==> src/rtl/stall_pkg.sv <==
package stall_pkg;

   // Number of execute cycles for a latency code; the all-ones code is reserved.
   function automatic int unsigned code_cycles(int unsigned code, int unsigned lat_w);
      int unsigned reserved;
      reserved = (1 << lat_w) - 1;
      if (code >= reserved) return 1;
      return code + 1;
   endfunction

   // Largest cycle count any non-reserved code can ask for.
   function automatic int unsigned max_cycles(int unsigned lat_w);
      return (1 << lat_w) - 1;
   endfunction

endpackage

==> src/rtl/exec_busy_counter.sv <==
module exec_busy_counter
   import stall_pkg::*;
#(
   parameter int unsigned LAT_W = 2,
   localparam int unsigned MAX_CYC = (1 << LAT_W) - 1,
   localparam int unsigned CNT_W = (MAX_CYC > 1) ? $clog2(MAX_CYC) : 1
) (
   input  logic             clk,
   input  logic             rst_n,
   input  logic             load_i,
   input  logic [LAT_W-1:0] code_i,
   output logic             busy_o
);

   logic [CNT_W-1:0] cnt_q;
   logic [CNT_W-1:0] load_val;

   always_comb begin
      load_val = CNT_W'(code_cycles(int'(code_i), LAT_W) - 1);
   end

   always_ff @(posedge clk or negedge rst_n) begin
      if (!rst_n) begin
         cnt_q <= '0;
      end else if (cnt_q != '0) begin
         cnt_q <= cnt_q - 1'b1;
      end else if (load_i) begin
         cnt_q <= load_val;
      end
   end

   assign busy_o = (cnt_q != '0);

   a_r2_count_bound: assert property (@(posedge clk) disable iff (!rst_n)
      int'(cnt_q) <= int'(MAX_CYC) - 1);

   a_r3_count_down: assert property (@(posedge clk) disable iff (!rst_n)
      busy_o |=> (cnt_q == $past(cnt_q) - 1'b1));

endmodule

==> src/rtl/stage_valid_track.sv <==
module stage_valid_track #(
   parameter int unsigned NBUF = 2
) (
   input  logic            clk,
   input  logic            rst_n,
   input  logic            hold_i,
   input  logic            in_vld_i,
   output logic [NBUF-1:0] buf_vld_o,
   output logic            ex_vld_o
);

   logic [NBUF:0] chain;
   assign chain[0] = in_vld_i;

   for (genvar g = 0; g < NBUF; g++) begin : g_buf
      logic vld_q;
      always_ff @(posedge clk or negedge rst_n) begin
         if (!rst_n)       vld_q <= 1'b0;
         else if (!hold_i) vld_q <= chain[g];
      end
      assign chain[g+1]   = vld_q;
      assign buf_vld_o[g] = vld_q;
   end

   logic ex_q;
   always_ff @(posedge clk or negedge rst_n) begin
      if (!rst_n)       ex_q <= 1'b0;
      else if (!hold_i) ex_q <= chain[NBUF];
   end
   assign ex_vld_o = ex_q;

   a_r3_buffers_kept: assert property (@(posedge clk) disable iff (!rst_n)
      hold_i |=> $stable(buf_vld_o));

   a_r7_single_occupant: assert property (@(posedge clk) disable iff (!rst_n)
      (hold_i && ex_q) |=> ex_q);

endmodule

==> src/rtl/operand_snap.sv <==
module operand_snap #(
   parameter int unsigned DATA_W = 8
) (
   input  logic              clk,
   input  logic              rst_n,
   input  logic              take_i,
   input  logic              hold_i,
   input  logic [DATA_W-1:0] opnd_i,
   output logic [DATA_W-1:0] opnd_o
);

   logic [DATA_W-1:0] opnd_q;

   always_ff @(posedge clk or negedge rst_n) begin
      if (!rst_n)      opnd_q <= '0;
      else if (take_i) opnd_q <= opnd_i;
   end
   assign opnd_o = opnd_q;

   a_r6_operand_stable: assert property (@(posedge clk) disable iff (!rst_n)
      hold_i |=> $stable(opnd_q));

endmodule

==> src/rtl/exec_stall_ctrl.sv <==
module exec_stall_ctrl
   import stall_pkg::*;
#(
   parameter int unsigned LAT_W  = 2,
   parameter int unsigned DATA_W = 8
) (
   input  logic              clk,
   input  logic              rst_n,
   input  logic              fetch_vld_i,
   input  logic [LAT_W-1:0]  dec_lat_i,
   input  logic [DATA_W-1:0] de_opnd_i,
   output logic              pc_hold_o,
   output logic              fd_hold_o,
   output logic              de_hold_o,
   output logic              fd_vld_o,
   output logic              de_vld_o,
   output logic              ex_vld_o,
   output logic [DATA_W-1:0] ex_opnd_o,
   output logic              wr_vld_o
);

   localparam int unsigned NBUF = 2;

   if (LAT_W < 2) begin : g_bad_lat
      $error("LAT_W must be at least 2");
   end
   if (DATA_W < 1) begin : g_bad_data
      $error("DATA_W must be at least 1");
   end

   logic            busy;
   logic [NBUF-1:0] buf_vld;
   logic            ex_vld;
   logic            enter_ex;
   logic [LAT_W-1:0] de_lat_q;
   logic            wr_q;

   stage_valid_track #(.NBUF(NBUF)) u_track (
      .clk      (clk),
      .rst_n    (rst_n),
      .hold_i   (busy),
      .in_vld_i (fetch_vld_i),
      .buf_vld_o(buf_vld),
      .ex_vld_o (ex_vld)
   );

   // Latency code travels with the instruction in the decode/execute buffer.
   always_ff @(posedge clk or negedge rst_n) begin
      if (!rst_n)     de_lat_q <= '0;
      else if (!busy) de_lat_q <= dec_lat_i;
   end

   assign enter_ex = !busy && buf_vld[NBUF-1];

   exec_busy_counter #(.LAT_W(LAT_W)) u_cnt (
      .clk   (clk),
      .rst_n (rst_n),
      .load_i(enter_ex),
      .code_i(de_lat_q),
      .busy_o(busy)
   );

   operand_snap #(.DATA_W(DATA_W)) u_snap (
      .clk   (clk),
      .rst_n (rst_n),
      .take_i(enter_ex),
      .hold_i(busy),
      .opnd_i(de_opnd_i),
      .opnd_o(ex_opnd_o)
   );

   // Result reaches write after the final execute cycle; bubbles otherwise.
   always_ff @(posedge clk or negedge rst_n) begin
      if (!rst_n) wr_q <= 1'b0;
      else        wr_q <= ex_vld && !busy;
   end

   assign pc_hold_o = busy;
   assign fd_hold_o = busy;
   assign de_hold_o = busy;
   assign fd_vld_o  = buf_vld[0];
   assign de_vld_o  = buf_vld[NBUF-1];
   assign ex_vld_o  = ex_vld;
   assign wr_vld_o  = wr_q;

   a_r4_bubble_after_busy: assert property (@(posedge clk) disable iff (!rst_n)
      busy |=> !wr_vld_o);

   a_r4_write_needs_exec: assert property (@(posedge clk) disable iff (!rst_n)
      !ex_vld |=> !wr_vld_o);

   a_r3_holds_agree: assert property (@(posedge clk) disable iff (!rst_n)
      (pc_hold_o == fd_hold_o) && (fd_hold_o == de_hold_o));

endmodule

==> config.mk <==
export PLATFORM = sky130hd
export DESIGN_NAME = exec_stall_ctrl
export DESIGN_NICKNAME = d
export VERILOG_FILES = /design/src/rtl/stall_pkg.sv /design/src/rtl/exec_busy_counter.sv /design/src/rtl/stage_valid_track.sv /design/src/rtl/operand_snap.sv /design/src/rtl/exec_stall_ctrl.sv
export SDC_FILE = /design/constraint.sdc
export NUM_CORES = 1
export LEC_CHECK = 0
export BUFFER_PORTS_ARGS = -buffer_cell sky130_fd_sc_hd__buf_2
export CAP_MARGIN = 10
export CORE_MARGIN = 3
export CORE_UTILIZATION = 49
export DETAILED_ROUTE_END_ITERATION = 7
export PLACE_DENSITY = 0.92
export SETUP_SLACK_MARGIN = 0.02
export SYNTH_ARGS = -nofsm -noshare
export SYNTH_HDL_FRONTEND = slang
export SYNTH_HIERARCHICAL = 1
export SYNTH_SLANG_ARGS = --single-unit
==> constraint.sdc <==
create_clock -name clk -period 3.7 [get_ports clk]
set_clock_uncertainty 0.2 [all_clocks]
set_input_delay 0.37 -clock clk [delete_from_list [all_inputs] [get_ports clk]]
set_output_delay 0.37 -clock clk [all_outputs]
set_load 0.01 [all_outputs]
# Word level (Yosys, flattened, before mapping)
# Cells that the tools add are included.
# totals
register_bits,16
inputBits,13
out_inout_bits,15
wordCells,21
# classes
add_sub_neg,3
order_cmp,1
muxes,5
n_reduce_logical,5
# ops
cell,n
2-to-1 mux 2 bit,3
nonzero test 2 bit,2
subtractor 2 x 1 -> 2 bit (second input constant),2
adder 2 x 1 -> 2 bit (second input constant),1
>= comparator 2 bit (second input constant),1
logical AND 1 bit,2
2-to-1 mux 1 bit,2
logical NOT 1 bit,1

# Depth between registers and ports, before layout
# Gate-level depths: netlist (run 1).
# depth
ltp_word,6
ltp_mapped,4
depth_no_buf,4

# Hierarchy
# Netlist (run 1), hierarchy kept.
# modules_own_cells
module,n_inst,cells_per_inst,area_each_um2,seq_area_each_um2
operand_snap,1,17,331.6,200.2
exec_stall_ctrl,1,9,130.1,75.1
stage_valid_track,1,8,123.9,75.1
exec_busy_counter,1,11,112.6,50.0

# Worst setup path before layout (run 1)
# No wires, ideal clock.
# synth_path
kind,flip-flop to flip-flop
from,register u_cnt.cnt_q[1]
to,register u_snap.opnd_q[0] (netlist: u_snap/opnd_o[0])
setup_ps,125
arrival_ps,1354
setup_slack_ps,2021
path_stages_with_launch,5
path_cell_list,dfrtp_1 or2_4 and2b_2 buf_6 mux2_4
# synth_via
elab_chain_cells,3
# synth_rtl
item,line,source
"start, declared",exec_busy_counter.sv:15,logic [CNT_W-1:0] cnt_q;
"start signal, assigned",exec_busy_counter.sv:26,cnt_q <= cnt_q - 1'b1;
"start signal, assigned",exec_busy_counter.sv:28,cnt_q <= load_val;
nonzero test 2 bit,exec_busy_counter.sv:32,assign busy_o = (cnt_q != '0);
named net de_hold_o,exec_stall_ctrl.sv:14,"output logic de_hold_o,"
logical NOT 1 bit,-,
logical AND 1 bit,exec_stall_ctrl.sv:53,assign enter_ex = !busy && buf_vld[NBUF-1];
named net enter_ex,exec_stall_ctrl.sv:34,logic enter_ex;
"end signal, assigned",operand_snap.sv:16,else if (take_i) opnd_q <= opnd_i;
"end, declared",operand_snap.sv:12,logic [DATA_W-1:0] opnd_q;
# The timed path passes the listed nets, and every way through them passes these cells.
# A chain may end at the register's enable or synchronous reset.

# Worst setup path in the final report (run 1)
# layout_path
from,register u_cnt.cnt_q[1]
to,register u_snap.opnd_q[2] (netlist: u_snap/opnd_o[2])
# layout_via
elab_chain_cells,3
# layout_rtl
item,line
nonzero test 2 bit,exec_busy_counter.sv:32
logical NOT 1 bit,-
logical AND 1 bit,exec_stall_ctrl.sv:53
named net enter_ex,exec_stall_ctrl.sv:34
# The timed path passes the listed nets, and every way through them passes these cells.

==> flow_summary_export.csv, run 1 <==
group,metric,value,unit
power_and_ir_drop,power.switching,272,uW
final_layout,diodes,0,
critical_path,r2r-end,"u_snap/opnd_o[2]$_DFFE_PN0P_",
final_layout,drive_above_1_share,66.7,%
yosys,synthXorXnorAreaFrac,1.25,%
placed_design,dp_hpwl,954,um
drt,wl,1250,um
yosys,synth_top_area_share,57.3,%
power_and_ir_drop,power_density,944,nW/um^2
yosys,mappedNetlistArea,698,um^2
timing,fin_ws,1.92,ns
global_routing,grt_max_degree,17,
status,outcome,"finished, final reports clean",
final_layout,nets,87,
drt,drtPass1Iterations,4,
timing,fin_crit_sh,48.1,%
timing,hold_viol,0,
yosys,ys_ff_latch,16,
yosys,synth_nets,59,
critical_path,required,3.67,ns
global_routing,grt_pass1_wl,2280,um
clocking,cts_buffers,3,
clocking,cts_resized,0,
critical_path,cp_slowest_stage_delay,0.42,ns
yosys,synth_top_family_by_area,"multiplexers",
final_layout,areaGrowthSynthToFinish,22.6,%
yosys,yosysWarnings,6,
clocking,cts_root_buf,"clkbuf_4",
critical_path,start_kind,"flop",
final_layout,fill_cells,77,
yosys,synth-adder-area-share,1.79,%
drt,wire_per_inst,14.5,um
global_routing,grt_overflow,0,
power_and_ir_drop,pwr-share-comb,47.7,%
hold_path,holdPathStages,2,
yosys,synth.area.top_cells,"dfrtp_1 57%, mux2_4 17%, mux2_2 8.1%",
power_and_ir_drop,finalPower,807,uW
critical_path,cpMaxStageDelayCell,"and2b_2",
timing,fmax,562,MHz
timing,rsz0062_at_grt,"no",
die,die_area,1910,um^2
placed_design,dp_slack,1.93,ns
yosys,syn_area_per_cell,15.5,um^2
drt,vias,427,
placed_design,place_inst,81,
drt,postRouteAntennaNets,0,
drt,drc,0,
global_routing,antenna_found_initial,0,
critical_path,crit_type,"reg2reg",
critical_path,cp_max_fo,11,
timing,finalCriticalPeriod,1.78,ns
timing,slew_headroom,76.2,%
yosys,synth_simple_gate_area_share,4.84,%
power_and_ir_drop,swShare,33.7,%
final_layout,final_area,856,um^2
power_and_ir_drop,power_frac_seq,38.2,%
power_and_ir_drop,internal-power,536,uW
clocking,cts.path.max_buffers,2,
critical_path,cp-end-kind,"flop",
critical_path,worstPathArrival,1.75,ns
critical_path,cp_top_family,"simple AND/OR/NAND/NOR gates",
die,core,1220,um^2
drt,drt_iter0_drc,2,
clocking,tritoncts,"done",
clocking,clk_latency,0.28,ns
job,cap_violations,0,
timing,tightest_slew,0.357,ns
global_routing,grt_pass1_vias,433,
placed_design,port_buffers,27,
clocking,cts_sinks,16,
critical_path,reg2reg_slack,1.92,ns
hold_path,min_to,"u_track/g_buf[0].vld_q$_DFFE_PN0N_",
placed_design,gp_congestion,0.647,
final_layout,final_core_utilization,70.4,%
power_and_ir_drop,clockPowerShare,14.0,%
yosys,synth_top_area_cell,"dfrtp_1",
hold_path,min_from,"fetch_vld_i",
hold_path,hold_path.class,"in2reg",
yosys,ys_types,14,
power_and_ir_drop,vdd_drop_max,0.471,mV
timing,maxSlewViolCount,0,
yosys,synth-seq-area-share,57.3,%
timing,tns,0,ns
yosys,synthMuxAreaShare,25.3,%
die,initial_core_util,57.4,%
die,die_h,43.7,um
timing,setup_viol,0,
drt,vias_per_cell,4.97,
die,num_rows,12,
die,io_pins,28,
critical_path,rr_worst_depth,3,
placed_design,dpl_cell_area,810,um^2
yosys,synth-compound-area-share,2.51,%
critical_path,r2r-start,"u_cnt/cnt_q[1]$_DFFE_PN0P_",
clocking,htree_levels,1,
global_routing,grt.total_usage,16.8,%
critical_path,crit_chain,"or2_4 > and2b_2 > mux2_4",
power_and_ir_drop,leakagePower,0.450,nW
yosys,netlist_instances,45,
timing,hold_ws,0.114,ns
clocking,clk_pin_slew_worst_paths,0.09,ns
critical_path,path_buf_inv,0,
die,fp.dieW,43.7,um
final_layout,stdcell_count,86,
[logic make-up after synthesis]
| group | Yosys count |
|---|---|
| AO/OA/AOI/OAI | 2 |
| XOR/XNOR | 1 |
| adder cells (fa/ha/maj) | 1 |
| buffers and inverters | 7 |
| flip-flops | 16 |
| multiplexers | 13 |
| AND/OR/NAND/NOR | 5 |
[cell usage after synthesis (all sizes together)]
cell,n
dfrtp,16
or2,1
mux2,13
nand2,1
ha,1
a21oi,1
inv,2
o31ai,1
and2b,2
buf,5
xor2,1
nor2,1
[power groups by stage]
stage	clock network (mW)	logic, mW	registers (mW)
floorplan	0	0.286	0.330
global placement	0	0.379	0.306
detailed placement	0	0.388	0.312
CTS	0.114	0.391	0.310
global route	0.127	0.421	0.320
finish	0.113	0.385	0.309
[timing repair]
action,CTS,global route
buffers inserted,0,0
hold endpoints to repair,16,0
endpoints found under the setup margin,0,0
hold buffers,1,0
[cell usage in the layout (no fill, tap or decap), drive strengths merged]
cell	count
xor2	1
dlygate4sd3	1
or2	1
nand2	1
ha	1
o31ai	1
dfrtp	16
inv	2
a21oi	1
buf	27
clkbuf	4
mux2	13
and2b	2
nor2	1
[per-layer routing]
metal  vias up  part of all wire [%]  track usage, %
li1        203                     -               -
met3         4                   4.4            4.98
met5         -                     0               0
met2        11                    51            25.9
met4         0                   2.0            7.23
met1       209                    43            22.0
[flip-flops by register name, indices dropped and copies added, names as in the netlist]
register,cells
de_lat_q,2
u_cnt/cnt_q,2
u_snap/opnd_o,8
u_track/ex_vld_o,1
u_track/g_buf.vld_q,2
wr_vld_o,1
[layout make-up]
class	count	area [um^2]	area share, %
Timing Repair Buffer	28	145	17.0
Clock buffer	4	36.3	4.24
Inverter	2	7.51	0.877
Tap cell	14	17.5	2.05
Sequential cell	16	400	46.8
Multi-Input combinational cell	22	249	29.1
[how the worst max path moves through the flow]
stage                                    start                           end  slack, ns  depth (start not counted)
floorplan           u_cnt/cnt_q[1]$_DFFE_PN0P_  u_snap/opnd_o[0]$_DFFE_PN0P_       2.02                          4
global placement    u_cnt/cnt_q[1]$_DFFE_PN0P_  u_snap/opnd_o[6]$_DFFE_PN0P_       1.97                          3
detailed placement  u_cnt/cnt_q[1]$_DFFE_PN0P_  u_snap/opnd_o[2]$_DFFE_PN0P_       1.93                          3
CTS                 u_cnt/cnt_q[1]$_DFFE_PN0P_  u_snap/opnd_o[2]$_DFFE_PN0P_       1.92                          3
global route        u_cnt/cnt_q[1]$_DFFE_PN0P_    u_cnt/cnt_q[1]$_DFFE_PN0P_       1.81                          4
finish              u_cnt/cnt_q[1]$_DFFE_PN0P_  u_snap/opnd_o[2]$_DFFE_PN0P_       1.92                          3
No activity file was read; power rests on OpenSTA's default activity.
==> run 2: changes to the inputs <==
--- a/config.mk
+++ b/config.mk
@@ -8,9 +8,9 @@
 export BUFFER_PORTS_ARGS = -buffer_cell sky130_fd_sc_hd__buf_2
 export CAP_MARGIN = 10
 export CORE_MARGIN = 3
-export CORE_UTILIZATION = 49
+export CORE_UTILIZATION = 45
 export DETAILED_ROUTE_END_ITERATION = 7
-export PLACE_DENSITY = 0.92
+export PLACE_DENSITY = 0.86
 export SETUP_SLACK_MARGIN = 0.02
 export SYNTH_ARGS = -nofsm -noshare
 export SYNTH_HDL_FRONTEND = slang
==> constraint.sdc (replaced) <==
create_clock -name clk -period 1.86 [get_ports clk]
set_clock_uncertainty 0.2 [all_clocks]
set_input_delay 0.186 -clock clk [delete_from_list [all_inputs] [get_ports clk]]
set_output_delay 0.186 -clock clk [all_outputs]
set_load 0.01 [all_outputs]
==> run 2 against run 1 <==
Cell count increased by 15%. First-iteration DRC count down 50%. Worst setup slack worse by 1.8 ns. Power grew 100%. Clock power rose by 97%. Critical path depth unchanged. Via count grew 8.0%.
==> flow_summary_export.csv, run 2 (same netlist as run 1, synthesis figures left out) <==
group,metric,value,unit
placed_design,place_inst,83,
timing,fmax,583,MHz
critical_path,start_kind,"flop",
clocking,clk_latency,0.28,ns
clocking,cts_sinks,16,
critical_path,required,1.83,ns
drt,postRouteAntennaNets,0,
die,num_rows,13,
critical_path,rr_worst_depth,3,
global_routing,grt_max_degree,17,
final_layout,final_common_cell,"buf_2",
power_and_ir_drop,leakagePower,0.501,nW
critical_path,crit_chain,"or2_4 > and2b_2 > mux2_4",
global_routing,grt_overflow,0,
die,die_h,45.4,um
die,fp.dieW,45.4,um
timing,hold_viol,0,
placed_design,dp_slack,0.169,ns
global_routing,grt_pass1_wl,2050,um
drt,drt_iter0_drc,1,
clocking,htree_levels,1,
power_and_ir_drop,finalPower,1.63,mW
die,io_pins,28,
hold_path,hold_path.class,"in2async",
critical_path,r2r-end,"u_snap/opnd_o[5]$_DFFE_PN0P_",
timing,hold_ws,0.151,ns
clocking,tritoncts,"done",
drt,vias,461,
placed_design,port_buffers,27,
critical_path,worstPathArrival,1.69,ns
clocking,cts_resized,0,
final_layout,mostFrequentLayoutCells,"27 x buf_2, 16 x dfrtp_1, 12 x dlygate4sd3_1",
critical_path,reg2reg_slack,0.14,ns
critical_path,cp-end-kind,"flop",
clocking,cts_root_buf,"clkbuf_4",
drt,drtPass1Iterations,2,
final_layout,final_core_utilization,70.5,%
final_layout,diodes,0,
final_layout,nets,99,
timing,maxSlewViolCount,0,
drt,drc,0,
final_layout,stdcell_count,99,
die,initial_core_util,50.5,%
clocking,clk_pin_slew_worst_paths,0.09,ns
global_routing,antenna_found_initial,0,
global_routing,grt_pass1_vias,462,
timing,fin_ws,0.144,ns
final_layout,largest_reg_flops,8,
final_layout,areaGrowthSynthToFinish,39.6,%
die,die_area,2060,um^2
timing,tns,0,ns
power_and_ir_drop,vdd_drop_max,0.933,mV
clocking,cts_buffers,3,
timing,rsz0062_at_grt,"no",
die,core,1380,um^2
critical_path,crit_type,"reg2reg",
drt,wire_per_inst,13.1,um
placed_design,gp_congestion,0.670,
critical_path,cp_slowest_stage_delay,0.41,ns
clocking,cts.path.max_buffers,2,
clocking,post_cts_buffers,0,
job,cap_violations,0,
placed_design,dpl_cell_area,818,um^2
timing,tightest_slew,0.356,ns
critical_path,cpMaxStageDelayCell,"dfrtp_1",
timing,finalCriticalPeriod,1.72,ns
timing,setup_viol,0,
critical_path,cp_max_fo,10,
drt,wl,1300,um
timing,fin_crit_sh,92.3,%
status,outcome,"finished, final reports clean",
final_layout,final_area,975,um^2
power_and_ir_drop,power_density,1680,nW/um^2
final_layout,drive_above_1_share,58.3,%
global_routing,grt.total_usage,14.5,%
critical_path,r2r-start,"u_cnt/cnt_q[1]$_DFFE_PN0P_",
drt,vias_per_cell,4.66,
timing,slew_headroom,76.3,%
[run 2: cell count changes in the layout (fill, tap and decap cells not counted), sizes merged]
cell	delta
dlygate4sd3	+11
buf	+1
[run 2: worst max-delay path by stage]
| stage | slack (ns) | to | cells after the start | startpoint |
|---|---|---|---|---|
| after floorplan | 0.18 | u_snap/opnd_o[0]$_DFFE_PN0P_ | 4 | u_cnt/cnt_q[1]$_DFFE_PN0P_ |
| final | 0.14 | u_snap/opnd_o[5]$_DFFE_PN0P_ | 3 | u_cnt/cnt_q[1]$_DFFE_PN0P_ |
| after global placement | 0.22 | u_snap/opnd_o[7]$_DFFE_PN0P_ | 3 | u_cnt/cnt_q[1]$_DFFE_PN0P_ |
| after global routing | 0.08 | u_cnt/cnt_q[1]$_DFFE_PN0P_ | 4 | u_cnt/cnt_q[1]$_DFFE_PN0P_ |
| after detailed placement | 0.17 | u_snap/opnd_o[5]$_DFFE_PN0P_ | 3 | u_cnt/cnt_q[1]$_DFFE_PN0P_ |
| after CTS | 0.15 | u_snap/opnd_o[5]$_DFFE_PN0P_ | 3 | u_cnt/cnt_q[1]$_DFFE_PN0P_ |
[run 2: power breakdown]
part	switching (mW)	total (mW)	leakage, nW	internal [mW]
clock	0.104	0.223	0.0210	0.119
sequential	0.0929	0.609	0.191	0.516
combinational	0.343	0.800	0.289	0.458
total	0.540	1.63	0.501	1.09
[run 2: timing repair]
| action | CTS | global route |
|---|---|---|
| setup endpoints to repair | 0 | 0 |
| hold buffers | 12 | 0 |
| hold endpoints to repair | 27 | 0 |
[run 2: routing by layer]
metal  vias up  GRT usage (%)  share of wire (%)
met2        23           25.1                 50
li1        225              -                  -
met5         -              0                  0
met1       213           15.3                 42
met4         0           8.77                  0
met3         0           3.95                8.3
[run 2: critical path, delay by kind of cell, from the launching register on]
kind / cells / cell delay, ns
AND/OR/NAND/NOR: 2 / 0.66
flip-flops: 1 / 0.41
multiplexers: 1 / 0.33
[run 2: layout make-up]
cell class              instances  area (um^2)
repair buffers                 40          263
fillers                        91          408
flip-flops and latches         16          400
inverters                       2         7.51
multi-input cells              22          249
clock buffers                   4         36.3
well taps                      15         18.8
